--- config.mk ---
export PLATFORM = sky130hd
export DESIGN_NAME = dram_rdseq
export DESIGN_NICKNAME = d
export VERILOG_FILES = /design/src/rtl/dram_rdseq_pkg.sv /design/src/rtl/rdseq_fifo.sv /design/src/rtl/rdseq_bank_track.sv /design/src/rtl/rdseq_timer.sv /design/src/rtl/dram_rdseq.sv
export SDC_FILE = /design/constraint.sdc
export NUM_CORES = 1
export LEC_CHECK = 0
export BUFFER_PORTS_ARGS = -buffer_cell sky130_fd_sc_hd__buf_2
export CORE_MARGIN = 4
export CORE_UTILIZATION = 46
export CTS_BUF_LIST = sky130_fd_sc_hd__clkbuf_4
export DETAILED_ROUTE_END_ITERATION = 12
export PLACE_DENSITY = 0.72
export SYNTH_ARGS = -nofsm -noshare
export SYNTH_HDL_FRONTEND = slang
export SYNTH_SLANG_ARGS = --single-unit
--- constraint.sdc ---
create_clock -name clk -period 9.2 [get_ports clk]
set_clock_uncertainty 0.05 [all_clocks]
set_input_delay 0.92 -clock clk [delete_from_list [all_inputs] [get_ports clk]]
set_output_delay 0.92 -clock clk [all_outputs]
set_load 0.1 [all_outputs]
--- src/rtl/dram_rdseq_pkg.sv ---
package dram_rdseq_pkg;

  // page case of one line; code values are visible on rd_kind
  typedef enum logic [1:0] {
    PG_HIT   = 2'd0,
    PG_IDLE  = 2'd1,
    PG_PRECH = 2'd2
  } page_kind_e;

  // service-cycle index (0 = first cycle after the start edge) of beat 0
  function automatic int first_beat_k(page_kind_e kd, int hit_l, int idle_l, int pre_l);
    case (kd)
      PG_HIT:  return hit_l - 1;
      PG_IDLE: return idle_l - 1;
      default: return pre_l - 1;
    endcase
  endfunction

  // service-cycle index at which the row is activated
  function automatic int act_start_k(page_kind_e kd, int pre_gap);
    return (kd == PG_PRECH) ? pre_gap : 0;
  endfunction

endpackage

--- src/rtl/rdseq_fifo.sv ---
module rdseq_fifo #(
  parameter int W     = 21,
  parameter int DEPTH = 4,
  localparam int PW   = (DEPTH > 1) ? $clog2(DEPTH) : 1,
  localparam int LW   = $clog2(DEPTH + 1)
) (
  input  logic          clk,
  input  logic          rst,
  input  logic          push,
  input  logic [W-1:0]  din,
  input  logic          pop,
  output logic [W-1:0]  dout,
  output logic          empty,
  output logic [LW-1:0] level
);
  logic [W-1:0]  mem [DEPTH];
  logic [PW-1:0] wp, rp;

  function automatic logic [PW-1:0] nxt(input logic [PW-1:0] p);
    return (p == PW'(DEPTH - 1)) ? '0 : p + 1'b1;
  endfunction

  always_ff @(posedge clk) begin
    if (rst) begin
      wp    <= '0;
      rp    <= '0;
      level <= '0;
    end else begin
      if (push) wp <= nxt(wp);
      if (pop)  rp <= nxt(rp);
      if (push && !pop)      level <= level + 1'b1;
      else if (pop && !push) level <= level - 1'b1;
    end
  end

  always_ff @(posedge clk) begin
    if (push) mem[wp] <= din;
  end

  assign dout  = mem[rp];
  assign empty = (level == '0);
endmodule

--- src/rtl/rdseq_bank_track.sv ---
module rdseq_bank_track
  import dram_rdseq_pkg::*;
#(
  parameter int ROW_W = 12,
  parameter int NBANK = 2,
  localparam int BW   = $clog2(NBANK)
) (
  input  logic             clk,
  input  logic             rst,
  input  logic [BW-1:0]    look_bank,
  input  logic [ROW_W-1:0] look_row,
  input  logic             upd,
  output page_kind_e       kind,
  output logic [NBANK-1:0] open_valid
);
  logic [ROW_W-1:0] row_v [NBANK];

  for (genvar b = 0; b < NBANK; b++) begin : g_bank
    logic [ROW_W-1:0] row_r;
    always_ff @(posedge clk) begin
      if (rst) begin
        open_valid[b] <= 1'b0;
        row_r         <= '0;
      end else if (upd && look_bank == BW'(b)) begin
        open_valid[b] <= 1'b1;
        row_r         <= look_row;
      end
    end
    assign row_v[b] = row_r;
  end

  always_comb begin
    if (!open_valid[look_bank])            kind = PG_IDLE;
    else if (row_v[look_bank] == look_row) kind = PG_HIT;
    else                                   kind = PG_PRECH;
  end
endmodule

--- src/rtl/rdseq_timer.sv ---
module rdseq_timer
  import dram_rdseq_pkg::*;
#(
  parameter int ROW_W    = 12,
  parameter int COL_W    = 10,
  parameter int ADDR_W   = 21,
  parameter int MA_W     = 12,
  parameter int HIT_LAT  = 8,
  parameter int IDLE_LAT = 11,
  parameter int PRE_LAT  = 14,
  parameter int CAS_LAT  = 3,
  localparam int CL_W    = COL_W - 2,
  localparam int KW      = $clog2(PRE_LAT + 4),
  localparam int ACT_GAP = IDLE_LAT - HIT_LAT,
  localparam int PRE_GAP = PRE_LAT - IDLE_LAT
) (
  input  logic              clk,
  input  logic              rst,
  input  logic              start,
  input  page_kind_e        kind_in,
  input  logic              bank_in,
  input  logic [ROW_W-1:0]  row_in,
  input  logic [CL_W-1:0]   col_in,
  input  logic [ADDR_W-1:0] line_in,
  output logic              can_start,
  output logic              beat_valid,
  output logic [1:0]        beat_idx,
  output page_kind_e        kind_q,
  output logic [ADDR_W-1:0] line_q,
  output logic              bank_q,
  output logic              prech_hold,
  output logic              act_win,
  output logic [1:0]        cas_n,
  output logic [MA_W-1:0]   dram_addr
);
  logic             active;
  logic [KW-1:0]    k;
  logic [ROW_W-1:0] row_q;
  logic [CL_W-1:0]  col_q;
  logic             last, cas_win;
  logic [1:0]       cidx;

  always_ff @(posedge clk) begin
    if (rst) begin
      active <= 1'b0;
      k      <= '0;
      kind_q <= PG_HIT;
      bank_q <= 1'b0;
      row_q  <= '0;
      col_q  <= '0;
      line_q <= '0;
    end else if (start) begin
      active <= 1'b1;
      k      <= '0;
      kind_q <= kind_in;
      bank_q <= bank_in;
      row_q  <= row_in;
      col_q  <= col_in;
      line_q <= line_in;
    end else if (last) begin
      active <= 1'b0;
    end else if (active) begin
      k <= k + 1'b1;
    end
  end

  always_comb begin
    int kk, fb, ra, cs;
    kk = int'(k);
    fb = first_beat_k(kind_q, HIT_LAT, IDLE_LAT, PRE_LAT);
    ra = act_start_k(kind_q, PRE_GAP);
    cs = fb - CAS_LAT;
    act_win    = active && (kind_q != PG_HIT) && kk >= ra && kk < ra + ACT_GAP;
    prech_hold = active && (kind_q == PG_PRECH) && kk < PRE_GAP;
    cas_win    = active && kk >= cs && kk < cs + 4;
    beat_valid = active && kk >= fb && kk < fb + 4;
    last       = active && kk == fb + 3;
    beat_idx   = beat_valid ? 2'(kk - fb) : 2'd0;
    cidx       = 2'(kk - cs);
  end

  always_comb begin
    cas_n = 2'b11;
    if (cas_win) cas_n[bank_q] = 1'b0;
    if (act_win)      dram_addr = MA_W'(row_q);
    else if (cas_win) dram_addr = MA_W'({col_q, cidx});
    else              dram_addr = '0;
  end

  assign can_start = !active || last;
endmodule

--- src/rtl/dram_rdseq.sv ---
module dram_rdseq
  import dram_rdseq_pkg::*;
#(
  parameter int ROW_W    = 12,
  parameter int COL_W    = 10,
  parameter int DATA_W   = 64,
  parameter bit ECC_EN   = 1'b0,
  parameter int QDEPTH   = 4,
  parameter int HIT_LAT  = 8,
  parameter int IDLE_LAT = 11,
  parameter int PRE_LAT  = 14,
  parameter int CAS_LAT  = 3
) (
  input  logic                                        clk,
  input  logic                                        rst,
  input  logic                                        cfg_interleave,
  input  logic                                        req_valid,
  input  logic [ROW_W+COL_W-2:0]                      req_addr,
  output logic                                        req_ready,
  output logic                                        rd_valid,
  output logic [1:0]                                  rd_beat,
  output logic [1:0]                                  rd_kind,
  output logic [ROW_W+COL_W-2:0]                      rd_line,
  output logic [DATA_W+(ECC_EN ? DATA_W/8 : 0)-1:0]   rd_data,
  output logic [1:0]                                  dram_ras_n,
  output logic [1:0]                                  dram_cas_n,
  output logic [(ROW_W > COL_W ? ROW_W : COL_W)-1:0]  dram_addr,
  input  logic [DATA_W+(ECC_EN ? DATA_W/8 : 0)-1:0]   dram_dq
);
  localparam int ADDR_W = ROW_W + COL_W - 1;
  localparam int CL_W   = COL_W - 2;
  localparam int BUS_W  = DATA_W + (ECC_EN ? DATA_W / 8 : 0);
  localparam int MA_W   = (ROW_W > COL_W) ? ROW_W : COL_W;
  localparam int LW     = $clog2(QDEPTH + 1);
  localparam int NBANK  = 2;

  // address split, chosen by organisation
  function automatic logic bank_of(input logic il, input logic [ADDR_W-1:0] a);
    return il ? a[0] : 1'b0;
  endfunction
  function automatic logic [CL_W-1:0] col_of(input logic il, input logic [ADDR_W-1:0] a);
    return il ? a[CL_W:1] : a[CL_W-1:0];
  endfunction
  function automatic logic [ROW_W-1:0] row_of(input logic il, input logic [ADDR_W-1:0] a);
    return il ? a[ADDR_W-1:CL_W+1] : a[ADDR_W-2:CL_W];
  endfunction

  logic [ADDR_W-1:0] head;
  logic              q_empty;
  logic [LW-1:0]     fifo_level;
  logic              seq_start;
  logic              can_start;
  logic              push;
  page_kind_e        head_kind, kind_q;
  logic [NBANK-1:0]  open_valid;
  logic              bank_q, prech_hold, act_win;
  logic [BUS_W-1:0]  data_q;

  assign req_ready = (fifo_level < LW'(QDEPTH));
  assign push      = req_valid && req_ready;
  assign seq_start = !q_empty && can_start;

  rdseq_fifo #(.W(ADDR_W), .DEPTH(QDEPTH)) u_fifo (
    .clk(clk), .rst(rst), .push(push), .din(req_addr), .pop(seq_start),
    .dout(head), .empty(q_empty), .level(fifo_level)
  );

  rdseq_bank_track #(.ROW_W(ROW_W), .NBANK(NBANK)) u_track (
    .clk(clk), .rst(rst),
    .look_bank(bank_of(cfg_interleave, head)),
    .look_row(row_of(cfg_interleave, head)),
    .upd(seq_start), .kind(head_kind), .open_valid(open_valid)
  );

  rdseq_timer #(
    .ROW_W(ROW_W), .COL_W(COL_W), .ADDR_W(ADDR_W), .MA_W(MA_W),
    .HIT_LAT(HIT_LAT), .IDLE_LAT(IDLE_LAT), .PRE_LAT(PRE_LAT), .CAS_LAT(CAS_LAT)
  ) u_timer (
    .clk(clk), .rst(rst), .start(seq_start), .kind_in(head_kind),
    .bank_in(bank_of(cfg_interleave, head)),
    .row_in(row_of(cfg_interleave, head)),
    .col_in(col_of(cfg_interleave, head)),
    .line_in(head), .can_start(can_start),
    .beat_valid(rd_valid), .beat_idx(rd_beat), .kind_q(kind_q),
    .line_q(rd_line), .bank_q(bank_q), .prech_hold(prech_hold),
    .act_win(act_win), .cas_n(dram_cas_n), .dram_addr(dram_addr)
  );

  // a bank's row strobe stays low while its page is open, except during precharge
  for (genvar b = 0; b < NBANK; b++) begin : g_ras
    assign dram_ras_n[b] = !open_valid[b] || (prech_hold && bank_q == 1'(b));
  end

  always_ff @(posedge clk) begin
    if (rst) data_q <= '0;
    else     data_q <= dram_dq;
  end

  assign rd_data = rd_valid ? data_q : '0;
  assign rd_kind = kind_q;
endmodule

======== Word-level counts from Yosys, hierarchy flattened ========
Memories as Yosys holds them, arrays and structs flattened. A register that Yosys moved wholly into a read port is not among the register bits.
Index checks and enable logic that the tools add are counted.
operators by class
  add/sub/neg operators ................... 12
  magnitude comparators ................... 12
  eq/ne operators ......................... 6
  mux-type cells .......................... 29
  bitwise logic cells ..................... 5
  reduce and logical (&&, ||, !) cells .... 35
operators by type and width
  kind                                                                           count
  6-bit by 32-bit less-than comparator with 1-bit output                         2
  64-bit two-way mux                                                             1
  12-bit two-way mux                                                             5
  32-bit by 3-bit adder with 32-bit output (second input constant)               1
  1-bit logical AND                                                              19
  2-bit two-way mux                                                              9
  12-bit == test                                                                 1
  10-bit two-way mux                                                             1
  1-bit two-way mux                                                              8
  8-bit two-way mux                                                              1
  4-bit one-hot mux with 2 select lines                                          1
  5-bit by 4-bit adder with 6-bit output (second input constant)                 1
  2-bit == test (second input constant)                                          3
  6-bit by 5-bit >= comparator with 1-bit output                                 1
  1-bit logical NOT                                                              6
  3-bit two-way mux                                                              2
  2-bit nonzero test                                                             3
  4-bit by 2-bit adder with 5-bit output (second input constant)                 1
  4-bit by 3-bit adder with 5-bit output (second input constant)                 1
  5-bit by 1-bit adder with 5-bit output (second input constant)                 1
  5-bit == test                                                                  1
  5-bit by 2-bit >= comparator with 1-bit output                                 1
  5-bit by 4-bit >= comparator with 1-bit output                                 1
  5-bit by 2-bit less-than comparator with 1-bit output (second input constant)  1
  other kinds (20)                                                               27
storage, ports and cells
  bits in registers ....................... 147
  bits in writable memories ............... 84
  input bits .............................. 89
  output and inout bits ................... 107
  word-level logic and storage cells ...... 115
  memories kept ........................... 1
memory list
  memory      depth  width  read ports  clocked after memory_dff  write ports  RTL line          text
  u_fifo.mem  4      21     1           1                         1            rdseq_fifo.sv:16  logic [W-1:0] mem [DEPTH];

======== Logic depth before layout (Yosys ltp) ========
Gate-level depths: netlist of run 1.
  word-level depth ........................ 10
  mapped depth ............................ 16
  mapped depth without buffers ............ 14

======== Cells and area by module ========
A second synthesis of run 1 with hierarchy kept.
unflattened totals
  cell total of the unflattened synthesis .. 813
  area, all modules ....................... 9864.5 um^2
modules (own cells, without submodules)
  module            times used  cells an instance  area an instance (um^2)  sequential area each (um^2)
  rdseq_fifo        1           153                3467.1                   2702.6
  rdseq_timer       1           281                2623.8                   1001.0
  dram_rdseq        1           235                2585.0                   1281.2
  rdseq_bank_track  1           144                1188.6                   520.5

======== Worst setup path before layout of run 1 ========
Ideal clock, no wire load.
  path type ............................... reg2out
  start ................................... reg u_timer.kind_q[0]
  end ..................................... out rd_beat[1]
  arrival ................................. 5.604 ns
  data required time ...................... 8.230 ns
  path slack .............................. 2.626 ns
  stages on the path, launching flop included .. 11
  buffers on the path ..................... 0
  cell sequence ........................... dfxtp_1 -> nor2b_1 -> inv_1 -> ha_1 -> ha_1 -> nor2b_1 -> o21a_1 -> o21a_1 -> o21ai_0 -> nand3b_1 -> nor4_1
on the way
  longest elaborated chain between the ends .. 6
  elaborated cells on any way between the ends .. 10
  those cells by class .................... add/sub: 2; order compare: 2; eq/ne: 1; mux: 2; reduce/logical: 3
ends and longest elaborated chain
  what                                                                                                             RTL line              text
  from (decl)                                                                                                      rdseq_timer.sv:28     output page_kind_e kind_q,
  from (signal assigned)                                                                                           rdseq_timer.sv:55     kind_q <= kind_in;
  2-bit by 1-bit == test with 1-bit output / 2-bit logical NOT (equally long branches)                             dram_rdseq_pkg.sv:12  case (kd)
  4-bit one-hot mux with 2 select lines *                                                                          dram_rdseq_pkg.sv:12
  4-bit by 3-bit adder with 5-bit output / 5-bit by 4-bit >= comparator with 1-bit output (equally long branches)  rdseq_timer.sv:76     beat_valid = active && kk >= fb && kk < fb + 4;
  5-bit less-than comparator / 1-bit logical AND (equally long branches)                                           rdseq_timer.sv:76
  1-bit logical AND                                                                                                rdseq_timer.sv:76
  2-bit two-way mux *                                                                                              rdseq_timer.sv:78     beat_idx = beat_valid ? 2'(kk - fb) : 2'd0;
  to (decl)                                                                                                        dram_rdseq.sv:21      output logic [1:0] rd_beat,
Mark *: on every way between the ends. The rest lies on a longest branch, timed or not.

======== Worst setup path after layout of run 1 ========
  start ................................... reg u_timer.kind_q[1]
  end ..................................... out rd_data[23] in the netlist's numbering
on the way
  longest elaborated chain between the ends .. 6
  elaborated cells on any way between the ends .. 9
  those cells by class .................... add/sub: 1; order compare: 2; eq/ne: 1; mux: 2; reduce/logical: 3
ends and longest elaborated chain
  what                                                                                                             RTL line              text
  2-bit by 1-bit == test with 1-bit output / 2-bit logical NOT (equally long branches)                             dram_rdseq_pkg.sv:12
  4-bit one-hot mux with 2 select lines *                                                                          dram_rdseq_pkg.sv:12
  4-bit by 3-bit adder with 5-bit output / 5-bit by 4-bit >= comparator with 1-bit output (equally long branches)  rdseq_timer.sv:76
  5-bit less-than comparator / 1-bit logical AND (equally long branches)                                           rdseq_timer.sv:76
  1-bit logical AND *                                                                                              rdseq_timer.sv:76
  64-bit two-way mux *                                                                                             dram_rdseq.sv:99      assign rd_data = rd_valid ? data_q : '0;
  to (decl)                                                                                                        dram_rdseq.sv:24      output logic [DATA_W+(ECC_EN ? DATA_W/8 : 0)-1:0] rd_data,
Marks and branches as above.

==> flow_metrics.env, run 1 <==
export IMPL_finalCritPeriodShare=0.589
export IMPL_wl_um=24300
export IMPL_ioPinCount=196
export IMPL_antenna_found_initial=2
export IMPL_final_area_sq_um=12000
export IMPL_hpwl_um=16700
export IMPL_ys_seq_area_frac=0.538
export IMPL_grt_pass1_wl_um=38500
export IMPL_drive_gt1_frac=0.294
export IMPL_clock_latency_ns=0.70
export IMPL_synth_area_sq_um=10200
export IMPL_layout_commonest_cell="buf_2"
export IMPL_path_clk_slew_ns=0.07
export IMPL_nets=1281
export IMPL_cts_sinks=233
export IMPL_start_util=0.469
export IMPL_worst_slew_pin_slew_ns=1.29
export IMPL_seqCellArea_sq_um=5510
export IMPL_dieArea_sq_um=24700
export IMPL_io_buffers=195
export IMPL_cts_setup_buffers=0
export IMPL_hold_buffers=0
export IMPL_mostFrequentLayoutCells="194 x buf_2, 148 x dfxtp_1, 114 x nand2_1, 86 x clkbuf_4, 84 x edfxtp_1"
export IMPL_gp_congestion=0.867
export IMPL_n_fill_cell=1968
export IMPL_max_clock_freq_mhz=185
export IMPL_finalCriticalPeriod_ns=5.42
export IMPL_holdWs_ns=0.380
export IMPL_grtUsageTotal=0.193
export IMPL_multiInputGateArea_sq_um=4330
export IMPL_ant_nets=0
export IMPL_via_count=7716
export IMPL_synth_edf_count=84
export IMPL_cp_slowest_cell="nor2_4"
export IMPL_cts_tree="yes"
export IMPL_min_path_type="in2reg"
export IMPL_post_drt_wl_per_cell_um=16.3
export IMPL_worstPathMaxFanout=65
export IMPL_yosysWarnings=0
export IMPL_grt_max_degree=79
export IMPL_synth_cell_type_count=61
export IMPL_ys_ff_latch=233
export IMPL_overflow=0
export IMPL_hold_viol_final=0
export IMPL_slew_violations=0
export IMPL_ir_drop_v=0.000208
export IMPL_rsz0062_at_grt="false"
export IMPL_row_count=54
export IMPL_start_kind="flop"
export IMPL_dp_cells=1381
export IMPL_cap_violations=0
export IMPL_postSynthAreaPerCell_sq_um=10.7
export IMPL_cts_resized=0
export IMPL_setup_tns_ns=0
export IMPL_end_kind="output pin"
export IMPL_finalSetupViolCount=0
export IMPL_p_per_area_nw_per_um2=334
export IMPL_die_width_um=157
export IMPL_syn_nets=1073
export IMPL_vias_per_cell=5.19
export IMPL_outcome="finished, final reports clean"
export IMPL_synth_cells=954
export IMPL_coreArea_sq_um=21800
export IMPL_path_class="reg2out"
export IMPL_drtIter0Drc=433
export IMPL_dr_pass1_iters=5
export IMPL_die_h_um=157
export IMPL_grt_pass1_vias=7687
export IMPL_h_tree_depth=2
export IMPL_place_area_sq_um=11300
export IMPL_final_cells=1486
export IMPL_relSlewSlack=0.141
export IMPL_async_flop_share=0
export IMPL_cp_required_ns=8.23
export IMPL_clock_root_buffer="clkbuf_4"
export IMPL_area_growth_pct=17.7
export IMPL_synthFlopType="dfxtp_1"
export IMPL_leakagePower_nw=5.08
export IMPL_numCtsBuffers=59
export IMPL_drc_errors=0
export IMPL_cp_data_arrival_time_ns=4.45
export IMPL_cpPeakStageDelay_ns=0.80
export IMPL_clk_path_buf_depth=3
export IMPL_crit_chain="nor2_1, inv_1, ha_1, ha_1, nor2b_1, o21a_1, o21a_1, o21ai_0, nand3b_1, nor2_4, and2_1, buf_2"
## cell usage after synthesis (all sizes together), types with 2 or more instances
library cell | instances | area (sq um)
nor3 | 19 | 95.1
xnor2 | 5 | 43.8
o21a | 8 | 60.1
nand2 | 115 | 434
nor4 | 2 | 12.5
mux4 | 12 | 270
nand2b | 12 | 82.6
and2 | 74 | 463
ha | 28 | 350
xor2 | 14 | 123
fa | 2 | 40.0
nand4 | 5 | 31.3
a31oi | 13 | 87.6
o211a | 4 | 40.0
o31ai | 5 | 37.5
o211ai | 3 | 22.5
nand3 | 3 | 15.0
mux2i | 17 | 206
a311oi | 10 | 87.6
nor3b | 3 | 22.5
a221oi | 8 | 70.1
edfxtp | 84 | 2520
a211oi | 11 | 82.6
inv | 22 | 82.6
a21oi | 39 | 195
clkbuf | 31 | 146
nor2b | 70 | 438
dfxtp | 149 | 2980
a2111oi | 3 | 45.0
or2 | 2 | 12.5
o21ai | 31 | 155
nor2 | 81 | 327
o22ai | 5 | 45.0
buf | 21 | 165
a22oi | 8 | 60.1
mux2 | 25 | 285
or3 | 2 | 12.5
## worst max-delay path, delay by kind of cell, from the launching register on
kind	cells	cell delay, ns
buffers and inverters	2	0.52
AO/OA/AOI/OAI	3	0.47
adder cells (fa/ha/maj)	2	0.54
AND/OR/NAND/NOR	5	1.83
flip-flops	1	0.38
## metal layers
metal / GRT usage / routed length (um) / vias to the layer above / part of all wire
met5: 0 / 13 / - / 0.00054
met4: 0.0840 / 612 / 2 / 0.025
met3: 0.0522 / 2140 / 53 / 0.088
met2: 0.321 / 11400 / 333 / 0.47
met1: 0.238 / 10100 / 3558 / 0.42
li1: - / - / 3770 / -
## sequential cells by signal (all words and copies together), names as in the netlist, 2 cells and up, named ones only
signal	cells
u_track.open_valid	2
u_fifo.level	3
u_timer.line_q	21
u_timer.row_q	12
data_q	64
u_fifo.rp	2
u_fifo.wp	2
u_fifo.mem	84
u_timer.k	5
u_timer.kind_q	2
u_track.g_bank.row_r	24
u_timer.col_q	8
## power breakdown
group          switching (mW)  internal [mW]  leakage [nW]
registers               0.146           1.27          2.00
clock network           0.408          0.459         0.456
logic                    1.22          0.525          2.62
total                    1.77           2.25          5.08
## metrics by stage
stage	power (mW)	setup slack (ns)	utilization
after global placement	3.15	4.63	0.517
after detailed placement	3.18	4.42	0.517
after floorplan	2.84	2.63	-
after global routing	4.30	3.30	0.552
after CTS	4.07	3.63	0.552
final	4.03	3.78	0.552
## cell type report
cell class | instances | share of cell area
flip-flops and latches | 233 | 0.457
multi-input cells | 647 | 0.360
repair buffers | 199 | 0.0838
clock buffers | 86 | 0.0536
well taps | 280 | 0.0291
clock inverters | 18 | 0.00914
inverters | 22 | 0.00686
diodes | 1 | 0.000208
## logic make-up after synthesis
| family | share of synthesized area |
|---|---|
| AOI/OAI and AO/OA | 0.101 |
| xor gates and xnor gates | 0.0163 |
| adders and majority gates | 0.0392 |
| buffers and inverters | 0.0385 |
| DFF | 0.538 |
| muxes | 0.0745 |
| and+or+nand+nor | 0.192 |
## final timing paths
path                                   from                              to  slack (ns)  depth (start not counted)
max          u_timer.kind_q[1]$_SDFFE_PP0P_                     rd_data[23]        3.78                         12
min                             req_addr[3]      u_fifo.mem[0][3]$_DFFE_PP_        0.38                          1
max reg2reg  u_timer.kind_q[1]$_SDFFE_PP0P_    u_fifo.level[2]$_SDFFE_PP0P_        4.56                         15
min reg2reg  u_timer.line_q[3]$_SDFFE_PP0P_  u_timer.line_q[3]$_SDFFE_PP0P_        0.40                          2
(Power assumes the default switching activity.)
==> run 2: changes to the inputs <==
--- a/config.mk
+++ b/config.mk
@@ -10,7 +10,7 @@
 export CORE_UTILIZATION = 46
 export CTS_BUF_LIST = sky130_fd_sc_hd__clkbuf_4
 export DETAILED_ROUTE_END_ITERATION = 12
-export PLACE_DENSITY = 0.72
+export PLACE_DENSITY = 0.75
 export SYNTH_ARGS = -nofsm -noshare
 export SYNTH_HDL_FRONTEND = slang
 export SYNTH_SLANG_ARGS = --single-unit
==> constraint.sdc (replaced) <==
create_clock -name clk -period 4.65 [get_ports clk]
set_clock_uncertainty 0.05 [all_clocks]
set_input_delay 0.465 -clock clk [delete_from_list [all_inputs] [get_ports clk]]
set_output_delay 0.465 -clock clk [all_outputs]
set_load 0.1 [all_outputs]
==> flow_metrics.env, run 2 (synthesis results as in run 1) <==
export IMPL_finalCriticalPeriod_ns=4.30
export IMPL_final_util=0.599
export IMPL_hold_viol_final=0
export IMPL_grt_max_degree=89
export IMPL_grtUsageTotal=0.210
export IMPL_holdWs_ns=0.0476
export IMPL_setup_tns_ns=0
export IMPL_start_util=0.469
export IMPL_hold_path_startpoint="dram_dq[31]"
export IMPL_dr_pass1_iters=5
export IMPL_die_width_um=157
export IMPL_ir_drop_v=0.000370
export IMPL_r2r_end="u_fifo.level[2]$_SDFFE_PP0P_"
export IMPL_gp_congestion=0.867
export IMPL_io_buffers=195
export IMPL_critPathTopFamily="simple AND/OR/NAND/NOR gates"
export IMPL_coreArea_sq_um=21800
export IMPL_cp_required_ns=4.14
export IMPL_cp_slowest_cell="buf_2"
export IMPL_mostFrequentLayoutCells="152 x buf_2, 148 x dfxtp_1, 114 x nand2_1, 114 x clkbuf_4, 84 x edfxtp_1"
export IMPL_worstPathMaxFanout=14
export IMPL_grt_pass1_vias=8197
export IMPL_whs_path_depth=2
export IMPL_post_drt_wl_per_cell_um=16.9
export IMPL_vias_per_cell=5.15
export IMPL_outcome="finished, final reports clean"
export IMPL_dp_cells=1384
export IMPL_cp_data_arrival_time_ns=3.78
export IMPL_crit_chain="nor2b_2, inv_1, ha_1, ha_1, nor2b_1, o21a_1, o21a_1, o21ai_0, nand3b_1, buf_4, nor2_4, and2_1, buf_2"
export IMPL_rr_worst_depth=14
export IMPL_numCtsBuffers=57
export IMPL_r2r_start="u_timer.kind_q[1]$_SDFFE_PP0P_"
export IMPL_drtIter0Drc=414
export IMPL_area_growth_pct=27.8
export IMPL_end_kind="output pin"
export IMPL_nets=1370
export IMPL_slew_violations=0
export IMPL_h_tree_depth=2
export IMPL_critical_path_buf_inv_count=3
export IMPL_p_per_area_nw_per_um2=614
export IMPL_diodes=0
export IMPL_ant_nets=0
export IMPL_leakagePower_nw=5.43
export IMPL_min_to="data_q[31]$_SDFF_PP0_"
export IMPL_clock_root_buffer="clkbuf_4"
export IMPL_top_regs="u_fifo.mem (84), data_q (64), u_track.g_bank.row_r (24)"
export IMPL_min_path_type="in2reg"
export IMPL_finalCritPeriodShare=0.925
export IMPL_grt_pass1_wl_um=41900
export IMPL_finalSetupViolCount=0
export IMPL_start_kind="flop"
export IMPL_reg2reg_slack_ns=0.84
export IMPL_cts_tree="yes"
export IMPL_cts_sinks=233
export IMPL_clock_latency_ns=0.67
export IMPL_dieArea_sq_um=24700
export IMPL_path_class="reg2out"
export IMPL_hpwl_um=17300
export IMPL_relSlewSlack=0.257
export IMPL_ioPinCount=196
export IMPL_drive_gt1_frac=0.286
export IMPL_wl_um=26700
export IMPL_clk_path_buf_depth=3
export IMPL_final_cells=1577
export IMPL_overflow=0
export IMPL_cap_violations=0
export IMPL_largest_register_ff_count=84
export IMPL_die_h_um=157
export IMPL_row_count=54
export IMPL_antenna_found_initial=0
export IMPL_drc_errors=0
export IMPL_max_clock_freq_mhz=233
export IMPL_layout_commonest_cell="buf_2"
export IMPL_worst_slew_pin_slew_ns=1.11
export IMPL_cpPeakStageDelay_ns=0.43
export IMPL_rsz0062_at_grt="false"
export IMPL_largest_register="u_fifo.mem"
export IMPL_via_count=8119
export IMPL_path_clk_slew_ns=0.07
-- run 2: metal layers --
layer / vias up / part of all wire / GRT usage
met5: - / 0 / 0
met4: 0 / 0.021 / 0.0721
met3: 48 / 0.076 / 0.0539
met2: 292 / 0.49 / 0.367
met1: 3827 / 0.41 / 0.252
li1: 3952 / - / -
-- run 2: through the flow --
stage                     area (sq um)  worst slack, ns  total power, mW
after floorplan                  10300           -0.603             5.64
after global placement           11300            0.721             6.26
after detailed placement         11300            0.555             6.33
after CTS                        13000          0.00366             8.04
after global routing             13100           0.0798             8.55
final                            13100            0.350             8.02
-- run 2: worst max path at each step --
| stage | start | endpoint | slack [ns] | cells past startpoint |
|---|---|---|---|---|
| 2_1_floorplan | u_timer.kind_q[0]$_SDFFE_PP0P_ | dram_addr[1] | -0.60 | 11 |
| 3_3_place_gp | u_timer.kind_q[1]$_SDFFE_PP0P_ | rd_data[25] | 0.72 | 13 |
| 3_5_place_dp | u_timer.kind_q[1]$_SDFFE_PP0P_ | rd_data[25] | 0.56 | 13 |
| 4_1_cts | u_timer.kind_q[0]$_SDFFE_PP0P_ | rd_data[26] | 0.004 | 13 |
| 5_1_grt | u_timer.kind_q[0]$_SDFFE_PP0P_ | rd_data[39] | 0.08 | 13 |
| 6_report | u_timer.kind_q[0]$_SDFFE_PP0P_ | rd_data[39] | 0.35 | 13 |
-- run 2: cell type report --
class,count,area (sq um)
fillers,1750,8760
flip-flops and latches,233,5510
multi-input cells,648,4380
repair buffers,289,2020
clock buffers,84,631
well taps,280,350
clock inverters,21,91.3
inverters,22,82.6
-- run 2: report_power, final --
part           internal [mW]  leakage [nW]  switching [mW]
clock network          0.833         0.432           0.792
logic                   1.12          3.00            2.45
registers               2.51          2.00           0.312
-- run 2: what timing repair did --
item,4_1_cts,5_1_grt
buffers inserted,1,3
gates resized for setup,14,32
pin swaps,1,1
hold buffers,82,1
endpoints found under the setup margin,48,75
gates cloned,1,0
endpoints found under the hold margin,145,1
